File: config.mk
export PLATFORM = sky130hd
export DESIGN_NAME = mac_status_regs
export DESIGN_NICKNAME = d
export VERILOG_FILES = /design/src/rtl/mac_pkg.sv /design/src/rtl/mac_status_regs.sv
export SDC_FILE = /design/constraint.sdc
export NUM_CORES = 1
export LEC_CHECK = 0
export BUFFER_PORTS_ARGS = -buffer_cell sky130_fd_sc_hd__buf_2
export CORE_MARGIN = 2
export CORE_UTILIZATION = 48
export DETAILED_ROUTE_END_ITERATION = 10
export PLACE_DENSITY_LB_ADDON = 0.05
export SETUP_SLACK_MARGIN = 0.1
export SLEW_MARGIN = 20
export SYNTH_ARGS = -nofsm -noshare
export SYNTH_HDL_FRONTEND = slang
export SYNTH_SLANG_ARGS = --single-unit
File: constraint.sdc
create_clock -name clk -period 2.5 [get_ports clk]
set_clock_uncertainty 0.1 [all_clocks]
set_input_delay 0.375 -clock clk [delete_from_list [all_inputs] [get_ports clk]]
set_output_delay 0.375 -clock clk [all_outputs]
set_load 0.1 [all_outputs]
File: src/rtl/mac_pkg.sv
package mac_pkg;

  typedef enum logic [1:0] {
    BPK_OFF   = 2'd0,
    BPK_STORE = 2'd1,
    BPK_ANY   = 2'd2,
    BPK_LOAD  = 2'd3
  } bp_kind_e;

  localparam int DSR_REC_BIT  = 31;
  localparam int DSR_CODE_LSB = 2;
  localparam int DSR_CODE_W   = 3;

  function automatic logic kind_accepts(input logic [1:0] en, input logic is_store);
    logic ok;
    case (bp_kind_e'(en))
      BPK_STORE: ok = is_store;
      BPK_LOAD:  ok = !is_store;
      BPK_ANY:   ok = 1'b1;
      default:   ok = 1'b0;
    endcase
    return ok;
  endfunction

endpackage

File: src/rtl/mac_status_regs.sv
module mac_status_regs #(
  parameter int          AW         = 32,
  parameter logic [31:0] FSR_MASK   = 32'h0000_06FF,
  parameter logic [31:0] ALIGN_CODE = 32'h0000_0001,
  parameter logic [2:0]  DB_CODE    = 3'b010
) (
  input  logic          clk,
  input  logic          rst,
  input  logic          align_fault,
  input  logic          bp_hit,
  input  logic [AW-1:0] fault_addr,
  input  logic          dsr_wr_en,
  input  logic [31:0]   dsr_wr_data,
  input  logic          rec_req,
  input  logic [31:0]   rec_fsr,
  input  logic [AW-1:0] rec_far,
  output logic          abort_o,
  output logic          bp_event_o,
  output logic [31:0]   fsr_o,
  output logic [AW-1:0] far_o,
  output logic [31:0]   dsr_o
);
  import mac_pkg::*;

  logic [31:0] dsr_next;
  logic        rec_ok;

  assign rec_ok = rec_req && dsr_o[DSR_REC_BIT];

  always_comb begin
    dsr_next = dsr_wr_en ? dsr_wr_data : dsr_o;
    if (bp_hit)
      dsr_next[DSR_CODE_LSB +: DSR_CODE_W] = DB_CODE;
  end

  always_ff @(posedge clk) begin
    if (rst) begin
      abort_o    <= 1'b0;
      bp_event_o <= 1'b0;
      fsr_o      <= '0;
      far_o      <= '0;
      dsr_o      <= '0;
    end else begin
      abort_o    <= align_fault;
      bp_event_o <= bp_hit;
      dsr_o      <= dsr_next;
      if (align_fault) begin
        fsr_o <= ALIGN_CODE & FSR_MASK;
        far_o <= fault_addr;
      end else if (rec_ok) begin
        fsr_o <= rec_fsr & FSR_MASK;
        far_o <= rec_far;
      end
    end
  end
endmodule

# After elaboration in Yosys (flattened, before gate mapping)
# Index checks and enable logic that the tools add are counted.
[totals]
regBits = 76
inputBits = 134
out_inout_bits = 98
elab_cells = 19
[op_classes]
n_mux = 6
n_reduce_logical = 5
[op_table]
columns = ["operator", "count"]
rows = [
  ["32-bit 2-to-1 mux", 2],
  ["4-bit 2-to-1 mux", 1],
  ["2-bit nonzero test", 2],
  ["2-bit OR reduction", 2],
  ["1-bit 2-to-1 mux", 2],
  ["2-bit 2-to-1 mux", 1],
  ["1-bit logical AND", 1],
]

# Logic depth before layout (Yosys ltp)
[depth]
depth_word = 3
ltp_mapped = 5
depth_no_buf = 2

# Worst setup path before layout
# OpenSTA, ideal clock, no wires.
[synth_path]
kind = "register -> register"
startpoint = "reg dsr_o[31]"
endpoint = "reg far_o[25]"
setup_time_ns = 0.103
t_arrival_ns = 1.719
t_required_ns = 2.297
setup_slack_ns = 0.578
path_stages_with_launch = 4
n_path_buf = 1
period_less_slack_ns = 1.922
path_cell_list = "dfxtp_1 > buf_2 > a211oi_1 > a2111oi_2"
[synth_via]
elab_chain_len = 2
[synth_rtl]
columns = ["element", "line_no", "source"]
rows = [
  ["start: declaration", "mac_status_regs.sv:21", "output logic [31:0] dsr_o"],
  ["start signal: assignment", "mac_status_regs.sv:46", "dsr_o <= dsr_next;"],
  ["1-bit logical AND", "mac_status_regs.sv:28", "assign rec_ok = rec_req && dsr_o[DSR_REC_BIT];"],
  ["2-bit nonzero test (no line)", "-", ""],
  ["end signal: assignment", "mac_status_regs.sv:49", "far_o <= fault_addr;"],
  ["end signal: assignment", "mac_status_regs.sv:52", "far_o <= rec_far;"],
  ["end: declaration", "mac_status_regs.sv:20", "output logic [AW-1:0] far_o,"],
]
# No other way between the ends.
# A chain may end at the register's enable or synchronous reset.

# Worst setup path after layout
[layout_path]
startpoint = "reg dsr_o[31]"
endpoint = "out dsr_o[31]"
# No word-level cell between the ends.

==> results.py <==
metrics = {
    "run_status": {
        "status": "complete, no violations",
    },
    "worst_hold_path": {
        "hold_class": "primary input to flip-flop",
        "hold_depth": 2,
        "min-delay-start": "bp_hit",
        "min_delay_worst_endpoint": "dsr_o[2]$_SDFFE_PP0P_",
    },
    "critical_path": {
        "crit_buf_inv": 1,
        "crit_family": "flip-flops",
        "r2r_slack_ns": 0.90,
        "r2r_cells": 3,
        "reg2reg_to": "far_o[31]$_SDFFE_PP0P_",
        "path_class": "flip-flop to primary output",
        "slowest_stage": "dfxtp_2",
        "critical-path-max-stage-delay_ns": 0.60,
        "crit_path_max_fanout": 19,
        "end_kind": "primary output",
        "startpoint_type": "flip-flop",
        "required_ns": 2.03,
        "worstReg2RegStart": "dsr_o[31]$_SDFFE_PP0P_",
        "cp.arrival_ns": 1.45,
        "cp_cell_sequence": "buf_2",
        "cp.depth": 1,
    },
    "route": {
        "wire_per_inst_um": 14.35,
        "dr.pass1.iters": 4,
        "routed_wirelength_um": 9182,
        "drc": 0,
        "drtIter0Drc": 53,
        "ant_nets": 0,
        "vias": 3234,
        "viasPerCell": 5.053,
    },
    "global_routing": {
        "met3_usage_pct": 5.717,
        "grt_start_max_net_pins": 85,
        "grt_pass1_wl_um": 13880,
        "track_usage_pct": 19.05,
        "overflow": 0,
        "first_global_vias": 2875,
        "top_usage_layer": "met2",
        "antenna_found_initial": 0,
        "use_met1_pct": 23.98,
        "grt_use_met2_pct": 30.96,
    },
    "layout": {
        "drive_gt1_share_pct": 52.52,
        "syn_to_final_growth_pct": 23.85,
        "final_core_util_pct": 61.44,
        "antennaDiodeCount": 0,
        "layout_commonest_cell": "buf_2",
        "nets": 664,
        "layout_common_cells": "buf_2 (186), dfxtp_1 (75), inv_1 (33)",
        "n_fill_cell": 723,
    },
    "sta": {
        "worst_slew_pin_slew_ns": 0.6539,
        "finalCritPeriodShare_pct": 77.12,
        "finalSetupTns_ns": 0,
        "grt_setup_unrepaired": "false",
        "timing.hold.ws_ns": 0.1287,
        "slew_headroom_pct": 56.40,
        "fin_ws_ns": 0.5720,
        "fmax_mhz": 518.7,
        "drv_slew": 0,
        "finalSetupViolCount": 0,
        "hold_violations": 0,
        "fin_crit_ns": 1.928,
    },
    "power_and_ir_drop": {
        "ir_drop_mv": 0.3713,
        "power_uw": 3409,
        "p_leak_uw": 0.002435,
        "power.density_nw_per_um2": 675.3,
    },
    "yosys": {
        "avgSynthCellArea_um2": 11.14,
        "synth-xor-area-share_pct": 0,
        "synth.top_cell.area_share_pct": 37.32,
        "syn_area_um2": 4076,
        "synth_cells": 366,
        "synth_area_leaders": "dfxtp_1 (37%), a2111oi_2 (12%), a211oi_2 (8.6%)",
        "synth_top_family_by_area": "compound AO/OA/AOI/OAI gates",
        "yosys.area_share.adder_pct": 0,
        "synth_compound_area_share_pct": 25.94,
        "yosysTopAreaCell": "dfxtp_1",
        "ys_warn_count": 0,
        "synth_seq_cells": 76,
        "synth.area.mux_share_pct": 7.858,
        "synthSimpleGateAreaFrac_pct": 13.41,
        "ys_seq_area_share_pct": 37.32,
        "synth_cell_types": 25,
    },
    "clocking": {
        "clock_latency_ns": 0.33,
        "clockRootBuffer": "clkbuf_8",
        "cts_buffer_depth": 2,
        "cts-resized-gates": 0,
        "cts_setup_buffers": 0,
        "cts-htree-levels": 3,
        "cts_tree": "done",
        "cts_buffers": 9,
        "cts_hold_buf": 0,
        "clk_pin_slew_ns": 0.08,
        "cts_sinks": 76,
    },
    "die": {
        "die_y_um": 96.16,
        "core_um2": 8217,
        "initial_core_util_pct": 49.61,
        "fp.dieW_um": 96.16,
        "pin_count": 232,
        "die_area_um2": 9246,
        "rows": 33,
    },
    "placed_design": {
        "routabilityCongestion": 0.7258,
        "hpwl_um": 6480,
        "port_buffers": 187,
        "place_ws_ns": 0.6550,
    },
    "job": {
        "drv_cap": 0,
    },
}
-- power breakdown --
group,switching [uW],internal (uW),total (uW),leakage (uW)
Combinational,915,254,1170,0.00171
Sequential,46.3,1290,1330,0.000629
Clock,446,462,908,0.000100
Total,1410,2000,3410,0.00243
-- layer usage --
| layer | part of all wire [%] | vias to the layer above |
|---|---|---|
| li1 | - | 1618 |
| met1 | 43 | 1478 |
| met2 | 47 | 131 |
| met3 | 9.2 | 7 |
| met4 | 0.98 | 0 |
| met5 | 0 | - |
-- per-stage QoR --
step	area (um^2)	cells
global route	5049	640
floorplan	4155	387
global placement	4858	624
detailed placement	4858	624
CTS	5049	640
finish	5049	640
-- cell usage after synthesis --
| cell | count |
|---|---|
| a2111oi_2 | 32 |
| a211oi_1 | 5 |
| a211oi_2 | 28 |
| a21bo_1 | 9 |
| a21oi_1 | 1 |
| a21oi_2 | 9 |
| a311oi_2 | 1 |
| and4bb_1 | 17 |
| buf_1 | 2 |
| buf_12 | 4 |
| buf_2 | 14 |
| buf_4 | 33 |
| buf_6 | 5 |
| buf_8 | 2 |
| clkbuf_1 | 3 |
| conb_1 | 1 |
| dfxtp_1 | 76 |
| inv_1 | 33 |
| mux2i_1 | 32 |
| nand3_1 | 9 |
| nor2_1 | 31 |
| nor2b_1 | 1 |
| nor3_1 | 2 |
| nor4bb_1 | 15 |
| or2_1 | 1 |
-- how the worst max path moves through the flow --
stage | to | slack, ns | start
after detailed placement | far_o[9]$_SDFFE_PP0P_ | 0.65 | align_fault
final | dsr_o[31] | 0.57 | dsr_o[31]$_SDFFE_PP0P_
after global placement | far_o[14]$_SDFFE_PP0P_ | 0.72 | align_fault
after global routing | dsr_o[31] | 0.51 | dsr_o[31]$_SDFFE_PP0P_
after CTS | dsr_o[31] | 0.55 | dsr_o[31]$_SDFFE_PP0P_
after floorplan | far_o[25]$_SDFFE_PP0P_ | 0.58 | dsr_o[31]$_SDFFE_PP0P_
-- cell type report --
type,instances,area (um^2),share of cell area (%)
Clock inverter,6,62.56,1.239
Clock buffer,10,127.6,2.528
Multi-Input combinational cell,215,2007,39.75
Sequential cell,76,1523,30.16
Timing Repair Buffer,195,1074,21.26
Inverter,33,123.9,2.454
Tap cell,105,131.4,2.602
-- flip-flops by register name (all words and copies together), names as in the netlist --
register and flops:
far_o 32, bp_event_o 1, fsr_o 10, abort_o 1
dsr_o 32
-- cell families (layout without fill, tap and decap cells) --
family / Yosys count / count (layout)
other: 1 / 22
muxes: 32 / 32
DFF: 76 / 76
AOI/OAI and AO/OA: 85 / 85
and+or+nand+nor: 76 / 76
buffers and inverters: 96 / 244
(Power assumes the default switching activity.)
